**config.mk**
```make
export PLATFORM = sky130hd
export DESIGN_NAME = ctl_stager
export DESIGN_NICKNAME = d
export VERILOG_FILES = /design/src/rtl/ctl_stager_pkg.sv /design/src/rtl/ctl_stage_lane.sv /design/src/rtl/ctl_stage_pick.sv /design/src/rtl/ctl_stager.sv
export SDC_FILE = /design/constraint.sdc
export NUM_CORES = 1
export LEC_CHECK = 0
export BUFFER_PORTS_ARGS = -buffer_cell sky130_fd_sc_hd__buf_4
export CORE_UTILIZATION = 40
export DETAILED_ROUTE_END_ITERATION = 10
export PLACE_DENSITY = 0.88
export REMOVE_ABC_BUFFERS = 1
export SLEW_MARGIN = 20
export SYNTH_ARGS = -nofsm -noshare
export SYNTH_HDL_FRONTEND = slang
export SYNTH_SLANG_ARGS = --single-unit
```
**constraint.sdc**
```tcl
create_clock -name clk -period 0.9 [get_ports clk]
set_clock_uncertainty 0.05 [all_clocks]
set_input_delay 0.09 -clock clk [delete_from_list [all_inputs] [get_ports clk]]
set_output_delay 0.09 -clock clk [all_outputs]
set_load 0.01 [all_outputs]
```
**src/rtl/ctl_stager_pkg.sv**
```systemverilog
package ctl_stager_pkg;

    parameter int SEL_W  = 2;
    parameter int LOAD_N = 4;
    parameter int OE_N   = 6;

    typedef struct packed {
        logic [SEL_W-1:0]  a2x;
        logic [SEL_W-1:0]  x2a;
        logic [SEL_W-1:0]  xsel;
        logic              ysel;
        logic              word;
        logic [LOAD_N-1:0] ld_in;
        logic [LOAD_N-1:0] ld_out;
    } pc_ctl_t;

    localparam int PC_W = $bits(pc_ctl_t);

    typedef logic [OE_N-1:0] oe_vec_t;

    function automatic oe_vec_t oe_all_off();
        return '1;
    endfunction

endpackage

```
**src/rtl/ctl_stage_lane.sv**
```systemverilog
module ctl_stage_lane #(
    parameter int W = 8
) (
    input  logic         clk,
    input  logic         rst,
    input  logic [W-1:0] raw,
    output logic [W-1:0] staged,
    output logic         valid
);

    // Data capture runs on every edge regardless of mode.
    always_ff @(posedge clk) begin
        staged <= raw;
    end

    always_ff @(posedge clk) begin
        if (rst) valid <= 1'b0;
        else     valid <= 1'b1;
    end

endmodule

```
**src/rtl/ctl_stage_pick.sv**
```systemverilog
module ctl_stage_pick #(
    parameter int           W         = 8,
    parameter bit           GATE_IDLE = 1'b0,
    parameter logic [W-1:0] IDLE_VAL  = '0
) (
    input  logic         sync_mode,
    input  logic         valid,
    input  logic [W-1:0] raw,
    input  logic [W-1:0] staged,
    output logic [W-1:0] eff
);

    generate
        if (GATE_IDLE) begin : g_gated
            always_comb begin
                if (!sync_mode)  eff = raw;
                else if (!valid) eff = IDLE_VAL;
                else             eff = staged;
            end
        end else begin : g_plain
            assign eff = sync_mode ? staged : raw;
        end
    endgenerate

endmodule

```
**src/rtl/ctl_stager.sv**
```systemverilog
module ctl_stager
    import ctl_stager_pkg::*;
(
    input  logic              clk,
    input  logic              rst,
    input  logic              pc_sync_mode,
    input  logic              oe_sync_mode,
    input  logic [SEL_W-1:0]  a2x_sel_in,
    input  logic [SEL_W-1:0]  x2a_sel_in,
    input  logic [SEL_W-1:0]  xport_sel_in,
    input  logic              yport_sel_in,
    input  logic              word_mode_in,
    input  logic [LOAD_N-1:0] in_load_in,
    input  logic [LOAD_N-1:0] out_load_in,
    input  logic [OE_N-1:0]   oe_n_in,
    output logic [SEL_W-1:0]  a2x_sel,
    output logic [SEL_W-1:0]  x2a_sel,
    output logic [SEL_W-1:0]  xport_sel,
    output logic              yport_sel,
    output logic              word_mode,
    output logic [LOAD_N-1:0] in_load,
    output logic [LOAD_N-1:0] out_load,
    output logic [OE_N-1:0]   oe_n,
    output logic              pc_valid,
    output logic              oe_valid
);

    pc_ctl_t pc_raw, pc_stg, pc_eff;
    oe_vec_t oe_stg;

    always_comb begin
        pc_raw.a2x    = a2x_sel_in;
        pc_raw.x2a    = x2a_sel_in;
        pc_raw.xsel   = xport_sel_in;
        pc_raw.ysel   = yport_sel_in;
        pc_raw.word   = word_mode_in;
        pc_raw.ld_in  = in_load_in;
        pc_raw.ld_out = out_load_in;
    end

    ctl_stage_lane #(.W(PC_W)) i_pc_lane (
        .clk    (clk),
        .rst    (rst),
        .raw    (pc_raw),
        .staged (pc_stg),
        .valid  (pc_valid)
    );

    ctl_stage_pick #(.W(PC_W), .GATE_IDLE(1'b0), .IDLE_VAL('0)) i_pc_pick (
        .sync_mode (pc_sync_mode),
        .valid     (pc_valid),
        .raw       (pc_raw),
        .staged    (pc_stg),
        .eff       (pc_eff)
    );

    ctl_stage_lane #(.W(OE_N)) i_oe_lane (
        .clk    (clk),
        .rst    (rst),
        .raw    (oe_n_in),
        .staged (oe_stg),
        .valid  (oe_valid)
    );

    ctl_stage_pick #(.W(OE_N), .GATE_IDLE(1'b1), .IDLE_VAL(oe_all_off())) i_oe_pick (
        .sync_mode (oe_sync_mode),
        .valid     (oe_valid),
        .raw       (oe_n_in),
        .staged    (oe_stg),
        .eff       (oe_n)
    );

    assign a2x_sel   = pc_eff.a2x;
    assign x2a_sel   = pc_eff.x2a;
    assign xport_sel = pc_eff.xsel;
    assign yport_sel = pc_eff.ysel;
    assign word_mode = pc_eff.word;
    assign in_load   = pc_eff.ld_in;
    assign out_load  = pc_eff.ld_out;

endmodule

```
==> reports/qor.yml, run 1 <==
status: "finished, violations left"
violations: "negative setup slack"
grt_overflow: 0
cts_buffer_depth: 2
stdcell_area_um2: 1563
hold_violations: 0
grt_usage_pct: 24.21
syn-instance-count: 53
synth_common_cells: "dfxtp_1, mux2_4, mux2_2"
post_drt_wl_per_cell_um: 20.31
synth_edf_count: 0
start_util_pct: 44.14
routed.top_layer: "met4"
pin_count: 50
synth_seq_cells: 23
areaGrowthSynthToFinish_pct: 98.57
antenna_cells: 0
nNetsFinal: 154
finalCriticalPeriod_ps: 1230
core_um2: 1783
setup_slack_ps: -329.6
pre_cts_ws_ps: -93.37
postRouteWirelength_um: 3087
remaining_drc_errors: 0
wl_met3_um: 149
cts_inserted_buffers: 3
wl_met1_um: 1312
grt_max_degree: 17
grt_pass1_vias: 705
dr.pass1.iters: 4
avgViaCountPerCell: 4.816
tightest_slew_ps: 296.0
ys_warn_count: 0
max-cap-violations: 0
utilization_pct: 87.65
clk_pin_slew_ps: 130
irDropWorstVdd_mv: 1.319
fmax_mhz: 813.3
worstSetupEndpointType: "output port"
synth_ff_type: "dfxtp_1"
leakage_nw: 0.7505
grt_pass1_wl_um: 3463
cp_max_fo: 5
setup-violations-final: 24
syn_area_per_cell_um2: 14.85
dieHeight_um: 46.36
tritoncts: "built"
critical-path-slowest-cell: "dfxtp_4"
antenna_found_initial: 0
place_hpwl_um: 1303
clockRootBuffer: "clkbuf_4"
synthArstFlopShare_pct: 0
cp-start-kind: "flip-flop"
synth_top_cells_by_area: "dfxtp_1, mux2_4, mux2_2, o22a_1, buf_12"
rows: 15
vias: 732
place_area_um2: 1150
route.met2.wl_um: 1531
drtAntennaViolNets: 0
holdCritPathClass: "primary input to flip-flop"
clock_sinks: 23
die_w_um: 46.36
dr.first_iter.drc_count: 7
power_density_nw_per_um2: 1388
htree_num_levels: 1
ys_seq_area_share_pct: 58.51
required_ps: 760
synth_top_area_share_pct: 58.51
syn_area_um2: 787.0
port_buffers: 49
gp_routability_congestion: 0.6943
drv_slew: 0
min_path_cells: 2
synth_top_area_cell: "dfxtp_1"
period_share_pct: 136.6
synth.most_common_cell: "dfxtp_1"
fillerInstances: 72
critPathArrivalTime_ps: 1090
fin_setup_tns_ps: -6424
dieArea_um2: 2149
slew-limit-headroom_pct: 80.27
cpPeakStageDelay_ps: 390
drive_gt1_share_pct: 59.06
grt_setup_unrepaired: "yes"
path_class: "flip-flop to output port"
crit_start: "i_oe_lane.valid$_DFF_P_"
cp_cell_sequence: "nand2_4 -> o22a_1 -> buf_6"
critPathCapture: "oe_n[2]"
synth_cell_types: 12
==> state kept, by name, summed over array words and instances, names as in the netlist <==
name and count:
i_pc_lane.staged 16, i_oe_lane.valid 1, i_oe_lane.staged 6
==> where the power goes <==
part	internal (mW)	switching [mW]
registers	1.07	0.0232
logic	0.392	0.215
clock network	0.166	0.301
total	1.63	0.539
==> layout by cell type (no fill, tap or decap), drive strengths merged <==
cell,netlist,routed
dfxtp,23,23
a31oi,1,1
mux2,16,16
clkbuf,0,3
inv,2,2
nand2,1,1
nor2,1,1
o22a,5,5
clkinv,0,1
buf,4,51
dlygate4sd3,0,23
==> layout make-up <==
type                    instances  area [µm²]  share of cell area [%]
inverters                       2       7.507                  0.4804
repair buffers                 74       710.7                   45.48
well taps                      25       31.28                   2.002
multi-input cells              24       320.3                   20.50
clock buffers                   3       22.52                   1.441
flip-flops and latches         23       465.4                   29.78
clock inverters                 1       5.005                  0.3203
==> critical path: cells and delay by family (launching register included) <==
family | cells | cell delay [ps]
AO/OA/AOI/OAI | 1 | 190
buffers and inverters | 1 | 130
flip-flops | 1 | 390
AND/OR/NAND/NOR | 1 | 70
==> layer usage <==
| metal | track usage, % | up-vias |
|---|---|---|
| met3 | 4.706 | 10 |
| met5 | 0 | - |
| met1 | 27.92 | 363 |
| met2 | 40.00 | 29 |
| met4 | 15.88 | 0 |
| li1 | - | 330 |
==> what timing repair did <==
action,4_1_cts,5_1_grt
hold endpoints to repair,23,0
setup endpoints to repair,24,24
pin swaps,3,1
gates resized for setup,31,8
hold buffers,23,0
setup buffers,0,1
==> metrics by stage <==
step,power (mW),hold WS [ps],instances
final,2.169,372.6,152
after global routing,2.253,348.2,152
after CTS,2.117,355.1,151
after detailed placement,1.511,154.5,124
after global placement,1.497,152.9,124
after floorplan,1.262,67.72,49
==> how the worst min path moves through the flow <==
stage / from / endpoint
4_1_cts: oe_n_in[5] / i_oe_lane.staged[5]$_DFF_P_
2_1_floorplan: oe_n_in[0] / i_oe_lane.staged[0]$_DFF_P_
6_report: a2x_sel_in[1] / i_pc_lane.staged[15]$_DFF_P_
5_1_grt: oe_n_in[4] / i_oe_lane.staged[4]$_DFF_P_
3_3_place_gp: out_load_in[1] / i_pc_lane.staged[1]$_DFF_P_
3_5_place_dp: out_load_in[2] / i_pc_lane.staged[2]$_DFF_P_
==> cells by family (layout without fill, tap and decap cells) <==
family / count (synthesis) / in the layout / synth area share (%)
compound gates: 6 / 6 / 6.360
simple gates: 2 / 2 / 0.9530
buf+inv: 6 / 80 / 6.518
mux: 16 / 16 / 27.66
flops: 23 / 23 / 58.51
Power figures use the tool's default switching activity.
==> inputs of run 2 (changes only) <==
--- a/config.mk
+++ b/config.mk
@@ -8,7 +8,7 @@
 export BUFFER_PORTS_ARGS = -buffer_cell sky130_fd_sc_hd__buf_4
 export CORE_UTILIZATION = 40
 export DETAILED_ROUTE_END_ITERATION = 10
-export PLACE_DENSITY = 0.88
+export PLACE_DENSITY = 0.74
 export REMOVE_ABC_BUFFERS = 1
 export SLEW_MARGIN = 20
 export SYNTH_ARGS = -nofsm -noshare
==> reports/qor.yml, run 2 (synthesized netlist as in run 1, its figures left out) <==
status: "finished, violations left"  # unchanged
violations: "negative setup slack"  # unchanged
clock_sinks: 23  # unchanged
largest_reg_flops: 16  # unchanged
grt_pass1_wl_um: 3208  # was 3463 µm
finalCriticalPeriod_ps: 1212  # was 1230 ps
drtAntennaViolNets: 0  # unchanged
fmax_mhz: 825.2  # was 813.3 MHz
remaining_drc_errors: 0  # unchanged
postRouteWirelength_um: 2399  # was 3087 µm
tritoncts: "built"  # unchanged
antenna_cells: 0  # unchanged
stdcell_count: 151  # was 152
final_common_cell: "buf_4"  # was buf_6
antenna_found_initial: 0  # unchanged
htree_num_levels: 1  # unchanged
grt_setup_unrepaired: "yes"  # unchanged
setup-violations-final: 24  # unchanged
power_density_nw_per_um2: 1393  # was 1388 nW/µm²
grt_max_degree: 17  # unchanged
fillerInstances: 90  # was 72
place_hpwl_um: 1184  # was 1303 µm
required_ps: 760  # about the same
start_util_pct: 44.14  # unchanged
cts_inserted_buffers: 3  # unchanged
core_um2: 1783  # unchanged
grt_pass1_vias: 679  # was 705
areaGrowthSynthToFinish_pct: 95.39  # was 98.57%
holdCritPathClass: "primary input to flip-flop"  # unchanged
cp-start-kind: "flip-flop"  # unchanged
setup_slack_ps: -311.8  # was -329.6 ps
fin_setup_tns_ps: -6249  # was -6424 ps
nNetsFinal: 153  # was 154
port_buffers: 49  # unchanged
gp_routability_congestion: 0.6805  # was 0.6943
power_mw: 2.142  # was 2.169 mW
slew-limit-headroom_pct: 80.86  # was 80.27%
layout_common_cells: "buf_4, dlygate4sd3_1, buf_6, dfxtp_1, mux2_4"  # was buf_6, buf_4, dlygate4sd3_1, dfxtp_1, mux2_4
avgViaCountPerCell: 4.715  # was 4.816
grt_usage_pct: 22.09  # was 24.21%
max-cap-violations: 0  # unchanged
irDropWorstVdd_mv: 1.189  # was 1.319 mV
tightest_slew_ps: 287.1  # was 296.0 ps
clockRootBuffer: "clkbuf_4"  # unchanged
post_drt_wl_per_cell_um: 15.89  # was 20.31 µm
cts_buffer_depth: 2  # unchanged
placedCellCount: 124  # unchanged
utilization_pct: 86.25  # was 87.65%
drv_slew: 0  # unchanged
grt_overflow: 0  # unchanged
rows: 15  # unchanged
regMostFlops: "i_pc_lane.staged"  # unchanged
leakage_nw: 0.7404  # was 0.7505 nW
postCtsSetupRepairBufs: 0  # unchanged
die_w_um: 46.36  # unchanged
clk_pin_slew_ps: 120  # was 130 ps
dr.first_iter.drc_count: 9  # was 7
dieArea_um2: 2149  # unchanged
path_class: "flip-flop to output port"  # unchanged
dieHeight_um: 46.36  # unchanged
top_regs: "i_pc_lane.staged (16), i_oe_lane.staged (6), i_oe_lane.valid (1)"  # unchanged
pin_count: 50  # unchanged
drive_gt1_share_pct: 58.73  # was 59.06%
hold_violations: 0  # unchanged
critPathArrivalTime_ps: 1070  # was 1090 ps
cp_max_fo: 3  # was 5
worst_hold_slack_ps: 361.1  # was 372.6 ps
period_share_pct: 134.6  # was 136.6%
vias: 712  # was 732
dr.pass1.iters: 4  # unchanged
worstSetupEndpointType: "output port"  # unchanged
==> run 2: per-stage QoR <==
stage / worst slack (ps) / cell area [µm²]
after global routing: -350.3 / 1538
after floorplan: -56.96 / 743.2
after CTS: -310.5 / 1495
after detailed placement: -105.1 / 1150
after global placement: -86.23 / 1150
final: -311.8 / 1538
==> run 2: cell type report <==
type                    count  area, µm²  area share, %
clock buffers               3      22.52          1.465
clock inverters             1      5.005         0.3255
inverters                   2      7.507         0.4882
multi-input cells          24      320.3          20.83
flip-flops and latches     23      462.9          30.11
well taps                  25      31.28          2.034
repair buffers             73      688.2          44.75
==> run 2: worst max-delay path, cell delays in order (launching register included) <==
cell and delay, ps:
dfxtp_2 360, buf_4 150, a31oi_4 130, buf_6 120
==> run 2: worst paths after layout <==
path / end / slack (ps) / start / cells after the start
hold / removal: i_pc_lane.staged[0]$_DFF_P_ / 360 / out_load_in[0] / 2
setup / recovery: oe_n[1] / -310 / i_oe_lane.valid$_DFF_P_ / 3
==> run 2: timing repair <==
| item | 4_1_cts | 5_1_grt |
|---|---|---|
| hold buffers | 23 | 0 |
| endpoints found under the hold margin | 23 | 0 |
| gates resized for setup | 25 | 9 |
| setup endpoints to repair | 24 | 24 |
| pin swaps | 1 | 3 |
==> run 2: routing by layer <==
layer	vias to the layer above	track usage [%]	share of wire, %
li1	330	-	-
met1	348	25.00	38
met2	28	38.06	55
met3	6	3.137	3.0
met4	0	14.12	3.1
met5	-	0	0
==> run 2: power breakdown <==
part           internal, mW  switching (mW)
combinational         0.382           0.193
sequential             1.07          0.0198
clock                 0.166           0.308
==> inputs of run 3 (changes only) <==
--- a/config.mk
+++ b/config.mk
@@ -8,6 +8,7 @@
 export BUFFER_PORTS_ARGS = -buffer_cell sky130_fd_sc_hd__buf_4
 export CORE_UTILIZATION = 40
 export DETAILED_ROUTE_END_ITERATION = 10
+export MAX_ROUTING_LAYER = met4
 export PLACE_DENSITY = 0.74
 export REMOVE_ABC_BUFFERS = 1
 export SLEW_MARGIN = 20
==> reports/qor.yml, run 3 (synthesized netlist as in run 1, its figures left out) <==
grt_overflow: 0  # unchanged
clk_pin_slew_ps: 130  # was 120 ps
worstSetupEndpointType: "output port"  # unchanged
drive_gt1_share_pct: 58.73  # unchanged
remaining_drc_errors: 0  # unchanged
status: "finished, violations left"  # unchanged
dr.first_iter.drc_count: 7  # was 9
wl_met3_um: 67  # was 73 µm
place_area_um2: 1150  # unchanged
cp_max_fo: 3  # unchanged
grt_usage_pct: 22.73  # was 22.09%
cp-start-kind: "flip-flop"  # unchanged
stdcell_area_um2: 1538  # unchanged
nNetsFinal: 153  # unchanged
drtAntennaViolNets: 0  # unchanged
regMostFlops: "i_pc_lane.staged"  # unchanged
die_w_um: 46.36  # unchanged
dieArea_um2: 2149  # unchanged
setup_slack_ps: -315.6  # was -311.8 ps
layout_common_cells: "buf_4, dlygate4sd3_1, buf_6, dfxtp_1, mux2_4"  # unchanged
path_class: "flip-flop to output port"  # unchanged
post_drt_wl_per_cell_um: 15.88  # was 15.89 µm
grt_setup_unrepaired: "yes"  # unchanged
clockRootBuffer: "clkbuf_4"  # unchanged
grt_pass1_wl_um: 3215  # was 3208 µm
routed.top_layer: "met4"  # unchanged
pin_count: 50  # unchanged
tightest_slew_ps: 290.6  # was 287.1 ps
cts_buffer_depth: 2  # unchanged
grt_pass1_vias: 675  # was 679
start_util_pct: 44.14  # unchanged
largest_reg_flops: 16  # unchanged
cts_inserted_buffers: 3  # unchanged
antenna_cells: 0  # unchanged
place_hpwl_um: 1184  # unchanged
final_common_cell: "buf_4"  # unchanged
holdCritPathClass: "primary input to flip-flop"  # unchanged
power_density_nw_per_um2: 1397  # was 1393 nW/µm²
areaGrowthSynthToFinish_pct: 95.39  # unchanged
top_regs: "i_pc_lane.staged (16), i_oe_lane.staged (6), i_oe_lane.valid (1)"  # unchanged
rows: 15  # unchanged
dieHeight_um: 46.36  # unchanged
worst_hold_slack_ps: 357.7  # was 361.1 ps
slew-limit-headroom_pct: 80.63  # was 80.86%
htree_num_levels: 1  # unchanged
finalCriticalPeriod_ps: 1216  # was 1212 ps
max-cap-violations: 0  # unchanged
irDropWorstVdd_mv: 1.197  # was 1.189 mV
route.met2.wl_um: 1319  # was 1331 µm
hold_violations: 0  # unchanged
vias: 717  # was 712
port_buffers: 49  # unchanged
wl_met1_um: 918  # was 919 µm
clock_sinks: 23  # unchanged
tritoncts: "built"  # unchanged
leakage_nw: 0.7404  # unchanged
fmax_mhz: 822.6  # was 825.2 MHz
gp_routability_congestion: 0.6875  # was 0.6805
core_um2: 1783  # unchanged
avgViaCountPerCell: 4.748  # was 4.715
dr.pass1.iters: 4  # unchanged
setup-violations-final: 24  # unchanged
grt_max_degree: 17  # unchanged
antenna_found_initial: 0  # unchanged
period_share_pct: 135.1  # was 134.6%
postCtsSetupRepairBufs: 0  # unchanged
utilization_pct: 86.25  # unchanged
critPathArrivalTime_ps: 1080  # was 1070 ps
drv_slew: 0  # unchanged
required_ps: 760  # about the same
postRouteWirelength_um: 2398  # was 2399 µm
violations: "negative setup slack"  # unchanged
[run 3: cell counts in the layout (fill, tap and decap cells not counted)]
No cell type changed its count.
[run 3: stage by stage]
step           power, mW  setup TNS, ps  worst slack [ps]  std cells
2_1_floorplan      1.262         -229.6            -56.96         49
3_3_place_gp       1.497         -942.1            -86.23        124
3_5_place_dp       1.507          -1019            -105.1        124
4_1_cts            2.107          -6197            -310.5        151
5_1_grt            2.230          -7080            -350.4        151
6_report           2.148          -6310            -315.6        151
[run 3: area by class of cell]
type,count,area (µm²)
clock buffers,3,22.52
clock inverters,1,5.005
fillers,90,245.2
inverters,2,7.507
multi-input cells,24,320.3
flip-flops and latches,23,462.9
well taps,25,31.28
repair buffers,73,688.2
[run 3: path summary, 6_finish.rpt]
check                               start                           to  slack, ps  depth (start not counted)
setup / recovery  i_oe_lane.valid$_DFF_P_                      oe_n[1]       -320                          3
hold / removal             out_load_in[0]  i_pc_lane.staged[0]$_DFF_P_        360                          2
[run 3: power by group]
group	internal (mW)	total (mW)	switching, mW	leakage [nW]
clock	0.166	0.479	0.313	0.0177
combinational	0.382	0.576	0.194	0.529
sequential	1.07	1.09	0.0197	0.194
total	1.62	2.15	0.526	0.740
[run 3: timing repair]
item	in CTS	in global routing
pin swaps	1	3
setup endpoints to repair	24	24
gates cloned	0	0
gates resized for setup	25	9
hold endpoints to repair	23	0
hold buffers	23	0
[run 3: worst max-delay path, cell delays in order (launching register included)]
cell	delay (ps)
dfxtp_2	360
buf_4	150
a31oi_4	130
buf_6	120
[run 3: layer usage]
layer	GRT usage, %	up-vias
li1	-	330
met2	38.06	28
met5	-	-
met1	25.00	349
met3	3.137	10
met4	14.12	0
